$ cat src/rtl/hz_pkg.sv
package hz_pkg;

    localparam int OP_W  = 3;
    localparam int SEL_W = 2;

    typedef enum logic [OP_W-1:0] {
        OP_ADD  = 3'd0,
        OP_NOR  = 3'd1,
        OP_LW   = 3'd2,
        OP_SW   = 3'd3,
        OP_BEQ  = 3'd4,
        OP_RSV5 = 3'd5,
        OP_RSV6 = 3'd6,
        OP_NOOP = 3'd7
    } opcode_e;

    typedef enum logic [SEL_W-1:0] {
        SRC_RF    = 2'd0,
        SRC_EXMEM = 2'd1,
        SRC_MEMWB = 2'd2,
        SRC_WBEND = 2'd3
    } opnd_src_e;

    // Opcode writes a register at all
    function automatic logic op_writes(input logic [OP_W-1:0] op);
        return (op == OP_ADD) || (op == OP_NOR) || (op == OP_LW);
    endfunction

    // Destination lives in the rb field (load) rather than rd
    function automatic logic op_dest_in_rb(input logic [OP_W-1:0] op);
        return (op == OP_LW);
    endfunction

    function automatic logic op_reads_a(input logic [OP_W-1:0] op);
        return (op == OP_ADD) || (op == OP_NOR) || (op == OP_LW) ||
               (op == OP_SW)  || (op == OP_BEQ);
    endfunction

    function automatic logic op_reads_b(input logic [OP_W-1:0] op);
        return (op == OP_ADD) || (op == OP_NOR) ||
               (op == OP_SW)  || (op == OP_BEQ);
    endfunction

endpackage

$ cat src/rtl/hz_producer.sv
module hz_producer
    import hz_pkg::*;
#(
    parameter int REG_W = 3
) (
    input  logic               valid,
    input  logic [OP_W-1:0]    op,
    input  logic [REG_W-1:0]   rb,
    input  logic [REG_W-1:0]   rd,
    input  logic               path_on,
    output logic               wr_en,
    output logic [REG_W-1:0]   wr_reg
);
    always_comb begin
        wr_en  = path_on && valid && op_writes(op);
        wr_reg = op_dest_in_rb(op) ? rb : rd;
    end
endmodule

$ cat src/rtl/hz_src_select.sv
module hz_src_select
    import hz_pkg::*;
#(
    parameter int REG_W   = 3,
    parameter int NUM_SRC = 3
) (
    input  logic                       need,
    input  logic [REG_W-1:0]           src_reg,
    input  logic [NUM_SRC-1:0]         prod_en,
    input  logic [NUM_SRC*REG_W-1:0]   prod_reg,
    output opnd_src_e                  sel
);
    logic [NUM_SRC-1:0] hit;

    // One comparator per stage, kept apart so each picks its own path
    for (genvar s = 0; s < NUM_SRC; s++) begin : g_cmp
        assign hit[s] = need && prod_en[s] &&
                        (prod_reg[s*REG_W +: REG_W] == src_reg);
    end

    // Walk oldest to youngest so the youngest match is written last
    always_comb begin
        sel = SRC_RF;
        for (int i = NUM_SRC - 1; i >= 0; i--) begin
            if (hit[i]) sel = opnd_src_e'(SEL_W'(i + 1));
        end
    end
endmodule

$ cat src/rtl/hz_load_use.sv
module hz_load_use
    import hz_pkg::*;
#(
    parameter int REG_W = 3
) (
    input  logic               ex_valid,
    input  logic [OP_W-1:0]    ex_op,
    input  logic [REG_W-1:0]   ex_rb,
    input  logic               id_valid,
    input  logic [OP_W-1:0]    id_op,
    input  logic [REG_W-1:0]   id_ra,
    input  logic [REG_W-1:0]   id_rb,
    output logic               stall
);
    logic load_in_ex;
    logic dep_a;
    logic dep_b;

    always_comb begin
        load_in_ex = ex_valid && (ex_op == OP_LW);
        dep_a      = op_reads_a(id_op) && (id_ra == ex_rb);
        dep_b      = op_reads_b(id_op) && (id_rb == ex_rb);
        stall      = load_in_ex && id_valid && (dep_a || dep_b);
    end
endmodule

$ cat src/rtl/hz_fwd_unit.sv
module hz_fwd_unit
    import hz_pkg::*;
#(
    parameter int REG_W            = 3,
    parameter bit RF_WRITE_THROUGH = 1'b0
) (
    input  logic               id_valid,
    input  logic [2:0]         id_op,
    input  logic [REG_W-1:0]   id_ra,
    input  logic [REG_W-1:0]   id_rb,
    input  logic               ex_valid,
    input  logic [2:0]         ex_op,
    input  logic [REG_W-1:0]   ex_ra,
    input  logic [REG_W-1:0]   ex_rb,
    input  logic               exmem_valid,
    input  logic [2:0]         exmem_op,
    input  logic [REG_W-1:0]   exmem_rb,
    input  logic [REG_W-1:0]   exmem_rd,
    input  logic               memwb_valid,
    input  logic [2:0]         memwb_op,
    input  logic [REG_W-1:0]   memwb_rb,
    input  logic [REG_W-1:0]   memwb_rd,
    input  logic               wbend_valid,
    input  logic [2:0]         wbend_op,
    input  logic [REG_W-1:0]   wbend_rb,
    input  logic [REG_W-1:0]   wbend_rd,
    output logic [1:0]         fwd_a_sel,
    output logic [1:0]         fwd_b_sel,
    output logic               pc_en,
    output logic               ifid_en,
    output logic               idex_bubble
);
    localparam int NUM_SRC = 3;
    localparam int NUM_OPN = 2;

    // Later stages packed youngest first: 0 EX/MEM, 1 MEM/WB, 2 WB/END
    logic [NUM_SRC-1:0]          st_valid;
    logic [NUM_SRC*OP_W-1:0]     st_op;
    logic [NUM_SRC*REG_W-1:0]    st_rb;
    logic [NUM_SRC*REG_W-1:0]    st_rd;
    logic [NUM_SRC-1:0]          prod_en;
    logic [NUM_SRC*REG_W-1:0]    prod_reg;

    assign st_valid = {wbend_valid, memwb_valid, exmem_valid};
    assign st_op    = {wbend_op, memwb_op, exmem_op};
    assign st_rb    = {wbend_rb, memwb_rb, exmem_rb};
    assign st_rd    = {wbend_rd, memwb_rd, exmem_rd};

    for (genvar s = 0; s < NUM_SRC; s++) begin : g_prod
        logic path_on;
        if (s == NUM_SRC - 1) begin : g_last
            // Post-writeback path only when the register file lacks write-through
            assign path_on = !RF_WRITE_THROUGH;
        end else begin : g_mid
            assign path_on = 1'b1;
        end
        hz_producer #(.REG_W(REG_W)) u_prod (
            .valid   (st_valid[s]),
            .op      (st_op[s*OP_W +: OP_W]),
            .rb      (st_rb[s*REG_W +: REG_W]),
            .rd      (st_rd[s*REG_W +: REG_W]),
            .path_on (path_on),
            .wr_en   (prod_en[s]),
            .wr_reg  (prod_reg[s*REG_W +: REG_W])
        );
    end

    // Operand 0 is A (ra field), operand 1 is B (rb field)
    logic [NUM_OPN-1:0]          opn_need;
    logic [NUM_OPN*REG_W-1:0]    opn_reg;
    opnd_src_e                   opn_sel [NUM_OPN];

    assign opn_need = {ex_valid && op_reads_b(ex_op), ex_valid && op_reads_a(ex_op)};
    assign opn_reg  = {ex_rb, ex_ra};

    for (genvar g = 0; g < NUM_OPN; g++) begin : g_opn
        hz_src_select #(.REG_W(REG_W), .NUM_SRC(NUM_SRC)) u_sel (
            .need     (opn_need[g]),
            .src_reg  (opn_reg[g*REG_W +: REG_W]),
            .prod_en  (prod_en),
            .prod_reg (prod_reg),
            .sel      (opn_sel[g])
        );
    end

    assign fwd_a_sel = opn_sel[0];
    assign fwd_b_sel = opn_sel[1];

    logic stall;

    hz_load_use #(.REG_W(REG_W)) u_lu (
        .ex_valid (ex_valid),
        .ex_op    (ex_op),
        .ex_rb    (ex_rb),
        .id_valid (id_valid),
        .id_op    (id_op),
        .id_ra    (id_ra),
        .id_rb    (id_rb),
        .stall    (stall)
    );

    assign pc_en       = !stall;
    assign ifid_en     = !stall;
    assign idex_bubble = stall;

    always_comb begin

        idle_ex_chk: assert (ex_valid || (fwd_a_sel == 2'd0 && fwd_b_sel == 2'd0))
            else $error("select active with empty execute stage");

        lw_no_b_chk: assert (!(ex_op == OP_LW) || fwd_b_sel == 2'd0)
            else $error("load given an operand B bypass");

        no_wbend_chk: assert (!RF_WRITE_THROUGH || (fwd_a_sel != 2'd3 && fwd_b_sel != 2'd3))
            else $error("post-writeback path used with write-through file");

        no_stall_chk: assert ((ex_valid && ex_op == OP_LW && id_valid) || (pc_en && ifid_en && !idex_bubble))
            else $error("stall without a load in execute");

        young_a_chk: assert (!(ex_valid && op_reads_a(ex_op) && exmem_valid &&
                               op_writes(exmem_op) &&
                               ((exmem_op == OP_LW ? exmem_rb : exmem_rd) == ex_ra))
                             || fwd_a_sel == 2'd1)
            else $error("EX/MEM match not preferred for operand A");
    end
endmodule

$ cat config.mk
export PLATFORM = sky130hd
export DESIGN_NAME = hz_fwd_unit
export DESIGN_NICKNAME = d
export VERILOG_FILES = /design/src/rtl/hz_pkg.sv /design/src/rtl/hz_producer.sv /design/src/rtl/hz_src_select.sv /design/src/rtl/hz_load_use.sv /design/src/rtl/hz_fwd_unit.sv
export SDC_FILE = /design/constraint.sdc
export NUM_CORES = 1
export LEC_CHECK = 0
export ABC_AREA = 1
export CAP_MARGIN = 40
export CORE_UTILIZATION = 45
export DETAILED_ROUTE_END_ITERATION = 8
export DONT_BUFFER_PORTS = 1
export PLACE_DENSITY = 0.65
export SETUP_SLACK_MARGIN = 0.1
export SLEW_MARGIN = 10
export SYNTH_ARGS = -nofsm -noshare
export SYNTH_HDL_FRONTEND = slang
export SYNTH_SLANG_ARGS = --single-unit
$ cat constraint.sdc
create_clock -name vclk -period 3.9
set_clock_uncertainty 0.05 [all_clocks]
set_input_delay 0.78 -clock vclk [all_inputs]
set_output_delay 0.78 -clock vclk [all_outputs]
set_load 0.05 [all_outputs]
==> results of run 1 <==
cell usage in the layout, fill, tap and decap left out:
master	n
a21oi_1	2
a21oi_2	2
buf_4	2
clkinv_1	1
inv_1	32
nand2_1	61
nand2_2	2
nand3_1	31
nand3_2	1
nand3_4	1
nand4_1	14
nor2_1	20
nor2_2	1
nor3_1	1
o2111ai_1	1
o21ai_0	1
or2_2	1
xnor2_1	3
xor2_1	2
stage by stage:
stage,cells,utilization (%)
after floorplan,182,-
after global placement,204,49.25
after detailed placement,204,49.25
after CTS,204,49.25
after global routing,204,49.25
final,204,49.25
per-layer routing:
layer | wire length [µm] | track usage [%] | part of all wire, % | vias to the layer above
met1 | 950 | 29.29 | 42 | 487
met2 | 1119 | 38.55 | 49 | 55
li1 | - | - | - | 575
met5 | 0 | 0 | 0 | -
met4 | 23 | 5.455 | 1.0 | 0
met3 | 171 | 2.400 | 7.5 | 4
cell type report:
cell class / instances / area [µm²] / share of cell area (%)
inverter: 33 / 123.9 / 14.41
tap: 25 / 31.28 / 3.639
multi-input combinational: 144 / 689.4 / 80.20
timing repair buffer: 2 / 15.01 / 1.747
cells by family (layout without fill, tap and decap cells):
family                 count (synthesis)  after routing  share of synthesized area [%]
XOR/XNOR                               5              5                          5.209
buffers and inverters                 38             35                          18.01
AO/OA/AOI/OAI                          6              6                          4.911
AND/OR/NAND/NOR                      133            133                          71.88
Yosys cell counts, drive strengths merged:
| cell | number |
|---|---|
| a21oi | 4 |
| o2111ai | 1 |
| nand4 | 14 |
| inv | 32 |
| nor3 | 1 |
| nand3 | 33 |
| o21ai | 1 |
| clkbuf | 2 |
| nand2 | 63 |
| xor2 | 2 |
| xnor2 | 3 |
| buf | 3 |
| nor2 | 21 |
| or2 | 1 |
| clkinv | 1 |
critical path: cells and delay by family:
kind            cells  cell delay [ns]
simple gates        7             0.65
compound gates      1             0.52
buf+inv             1             0.17
how the worst max path moves through the flow:
stage,slack [ns],to,start,cells past startpoint
2_1_floorplan,0.13,pc_en,ex_rb[0],7
3_3_place_gp,0.99,fwd_a_sel[1],memwb_op[2],9
3_5_place_dp,0.97,fwd_a_sel[1],memwb_op[2],9
4_1_cts,0.97,fwd_a_sel[1],memwb_op[2],9
5_1_grt,0.89,fwd_a_sel[1],memwb_op[2],9
6_report,0.94,fwd_a_sel[1],memwb_op[2],9
power groups by stage:
stage,Sequential [W],Clock (W),Combinational [W]
global placement,0,0,0.0000664
CTS,0,0,0.0000687
floorplan,0,0,0.0000633
global route,0,0,0.0000789
finish,0,0,0.0000692
detailed placement,0,0,0.0000684
==> impl_metrics.tcl, run 1 <==
set metrics [dict create \
    status "complete, no violations" \
    rsz0062_at_grt "no" \
    p_per_area_nw_per_um2 80.46 \
    drive_above_1_share_pct 5.587 \
    hold_slack_ns 1.804 \
    yosysSeqAreaShare_pct 0 \
    whs_path_depth 4 \
    combPwrFrac_pct 100.0 \
    place_congestion 0.9212 \
    hpwl_um 1937 \
    cts_setup_buffers 0 \
    finalCriticalPeriod_ns 2.959 \
    tns_ns 0 \
    syn2layout_area_growth_pct 2.232 \
    path_cells "inv_1, nand3_2, nand2_1, nand2_1, nand2_1, nand2_1, nor2_1, nand2_1, a21oi_2" \
    p_seq_share_pct 0 \
    crit_type "input port to output pin" \
    die_w_um 45.23 \
    min_to "idex_bubble" \
    totalWireLength_um 2265 \
    start_util_pct 48.17 \
    slew_headroom_pct 58.56 \
    vias 1121 \
    synth.net_count 232 \
    cpMaxStageDelayCell "a21oi_2" \
    worstPathArrival_ns 2.13 \
    fillers 194 \
    firstDrtPassIters 4 \
    grt_first_pass_wirelength_um 3519 \
    cts_resized 0 \
    synth_top_area_share_pct 27.23 \
    core_area_um2 1745 \
    antenna_found_initial 0 \
    start_kind "input port" \
    nNetsFinal 231 \
    synthTopCellsByArea "nand2_1 (27%), nand3_1 (18%), inv_1 (14%)" \
    post-route-period-util_pct 75.88 \
    via_per_inst 5.495 \
    p_leak_nw 0.4863 \
    ant_nets 0 \
    cap_violations 0 \
    synth_warnings 0 \
    min_from "ex_op[2]" \
    layout.area.seq_um2 0 \
    final_area_um2 859.6 \
    post_drt_wl_per_cell_um 11.10 \
    grt_pass1_vias 907 \
    portBuffers 0 \
    fmax_ghz 0.3379 \
    setup_ws_ns 0.9408 \
    slew_viol_final 0 \
    switching_power_w 0.00004344 \
    critPathMaxFanout 8 \
    cp_common_cell "nand2_1" \
    critPathRequiredTime_ns 3.07 \
    hp-class "input port to output pin" \
    num_antenna_cells 0 \
    syn_area_per_cell_um2 4.620 \
    grt_use_total_pct 22.30 \
    gr-total-overflow 0 \
    syn_area_um2 840.8 \
    dpl_cell_area_um2 859.6 \
    synthCells 182 \
    grt_max_degree 9 \
    die_h_um 45.23 \
    dieArea_um2 2045 \
    intPower_w 0.00002573 \
    post-place-ws_ns 0.9731 \
    floorplan.rows 15 \
    p_total_w 0.00006917 \
    flops_and_latches 0 \
    drc 0 \
    final_hold_viol_count 0 \
    p_clk_share_pct 0 \
    clkbuf_count 0 \
    ios 57 \
    drtIter0Drc 39 \
    holdBufCountCts 0 \
    crit_path_max_incr_delay_ns 0.52 \
    cp-end-kind "output pin" \
    peakVddDrop_uv 31.64 \
    setup_violations 0 \
    swShare_pct 62.80 \
    synth_cell_types 21 \
    worst_slew_pin_slew_ns 0.6219 \
    yosys.area.top_type "nand2_1" \
]
(Power assumes the default switching activity.)
==> run 2: changes to the inputs <==
--- a/config.mk
+++ b/config.mk
@@ -10,7 +10,7 @@
 export CORE_UTILIZATION = 45
 export DETAILED_ROUTE_END_ITERATION = 8
 export DONT_BUFFER_PORTS = 1
-export PLACE_DENSITY = 0.65
+export PLACE_DENSITY = 0.67
 export SETUP_SLACK_MARGIN = 0.1
 export SLEW_MARGIN = 10
 export SYNTH_ARGS = -nofsm -noshare
==> constraint.sdc (replaced) <==
create_clock -name vclk -period 2.6
set_clock_uncertainty 0.05 [all_clocks]
set_input_delay 0.52 -clock vclk [all_inputs]
set_output_delay 0.52 -clock vclk [all_outputs]
set_load 0.05 [all_outputs]
==> impl_metrics.tcl, run 2 (same netlist as run 1, synthesis figures left out) <==
set metrics [dict create \
    status "complete, no violations" \
    critPathRequiredTime_ns 2.03 \
    fmax_ghz 0.4334 \
    cp_common_cell "nand2_1" \
    combPwrFrac_pct 100.0 \
    intPower_w 0.00003948 \
    hold_slack_ns 1.327 \
    p_seq_share_pct 0 \
    grt_max_degree 9 \
    ios 57 \
    die_w_um 45.23 \
    cp-end-kind "output pin" \
    post-route-period-util_pct 88.75 \
    critPathMaxFanout 7 \
    crit_path_max_incr_delay_ns 0.35 \
    dpl_cell_area_um2 885.9 \
    p_clk_share_pct 0 \
    start_kind "input port" \
    peakVddDrop_uv 45.73 \
    dieArea_um2 2045 \
    final_area_um2 885.9 \
    grt_first_pass_wirelength_um 3546 \
    slew_headroom_pct 68.47 \
    p_per_area_nw_per_um2 120.2 \
    hp-class "input port to output pin" \
    nNetsFinal 233 \
    post_drt_wl_per_cell_um 11.10 \
    gr-total-overflow 0 \
    rsz0062_at_grt "no" \
    tns_ns 0 \
    setup_violations 0 \
    antenna_found_initial 0 \
    slew_viol_final 0 \
    setup_ws_ns 0.2925 \
    cts_setup_buffers 0 \
    mostFrequentLayoutCells "nand2_1 (61), inv_1 (32), nand3_1 (31)" \
    die_h_um 45.23 \
    path_buf_inv 2 \
    post-route-util_pct 50.75 \
    portBuffers 0 \
    cts_resized 0 \
    final_hold_viol_count 0 \
    syn2layout_area_growth_pct 5.357 \
    vias 1099 \
    ant_nets 0 \
    hpwl_um 1990 \
    worstPathArrival_ns 1.74 \
    crit_type "input port to output pin" \
    flops_and_latches 0 \
    holdBufCountCts 0 \
    via_per_inst 5.335 \
    drc 0 \
    core_area_um2 1745 \
    grt_pass1_vias 908 \
    start_util_pct 48.17 \
    swShare_pct 62.92 \
    grt_use_total_pct 22.47 \
    worst_slew_pin_slew_ns 0.4719 \
    clkbuf_count 0 \
    drtIter0Drc 37 \
    place_congestion 0.8709 \
    post-place-ws_ns 0.3092 \
    p_leak_nw 0.4975 \
    drive_above_1_share_pct 7.182 \
    layout.area.seq_um2 0 \
    cap_violations 0 \
    min_from "ex_op[2]" \
    num_antenna_cells 0 \
    totalWireLength_um 2287 \
    final_common_cell "nand2_1" \
    switching_power_w 0.00006697 \
    finalCriticalPeriod_ns 2.308 \
    floorplan.rows 15 \
    cpMaxStageDelayCell "nand2_1" \
    firstDrtPassIters 4 \
    critPathTopFamily "simple AND/OR/NAND/NOR gates" \
    path_cells "inv_1, nand3_4, nand2_1, nand2_1, nand2_1, nand2_1, nor2_1, nand2_1, clkinv_1, nand2_1, nand2_1" \
    whs_path_depth 4 \
    min_to "idex_bubble" \
]
[run 2: changes by cell type in the layout (fill, tap and decap cells not counted)]
cell,previous run,this run
buf_4,2,4
a21oi_1,2,1
a21oi_4,0,1
[run 2: final cells by class]
cell class | count | area, µm²
well taps | 25 | 31.28
multi-input cells | 144 | 700.7
inverters | 33 | 123.9
repair buffers | 4 | 30.03
fillers | 197 | 859.6
[run 2: stage by stage]
stage	cells	power [W]
finish	206	0.0001064
global route	206	0.0001219
CTS	206	0.0001061
detailed placement	206	0.0001057
global placement	206	0.0001025
floorplan	182	0.00009641
[run 2: power groups by stage]
| stage | Combinational, W | Sequential [W] | Clock, W |
|---|---|---|---|
| after floorplan | 0.0000964 | 0 | 0 |
| after global placement | 0.000102 | 0 | 0 |
| after detailed placement | 0.000106 | 0 | 0 |
| after CTS | 0.000106 | 0 | 0 |
| after global routing | 0.000122 | 0 | 0 |
| final | 0.000106 | 0 | 0 |
[run 2: how the worst max path moves through the flow]
stage | slack, ns | depth (start not counted) | start | to
final | 0.29 | 11 | wbend_op[2] | fwd_a_sel[0]
after global routing | 0.14 | 11 | wbend_op[2] | fwd_a_sel[0]
after CTS | 0.30 | 11 | wbend_op[2] | fwd_a_sel[0]
after detailed placement | 0.31 | 11 | wbend_op[2] | fwd_a_sel[0]
after global placement | 0.34 | 11 | wbend_op[2] | fwd_a_sel[0]
after floorplan | -0.04 | 7 | ex_rb[0] | pc_en
[run 2: layer usage]
layer,wire length [µm],track usage (%),up-vias
li1,-,-,579
met4,8,0.6061,0
met5,0,0,-
met1,934,28.10,470
met2,1131,42.90,48
met3,212,2.400,2
[run 2: tightest hold or removal path: stages]
cell and delay [ns]:
nor3_1 0.03, nand2_1 0.09, a21oi_4 0.04, buf_4 0.18
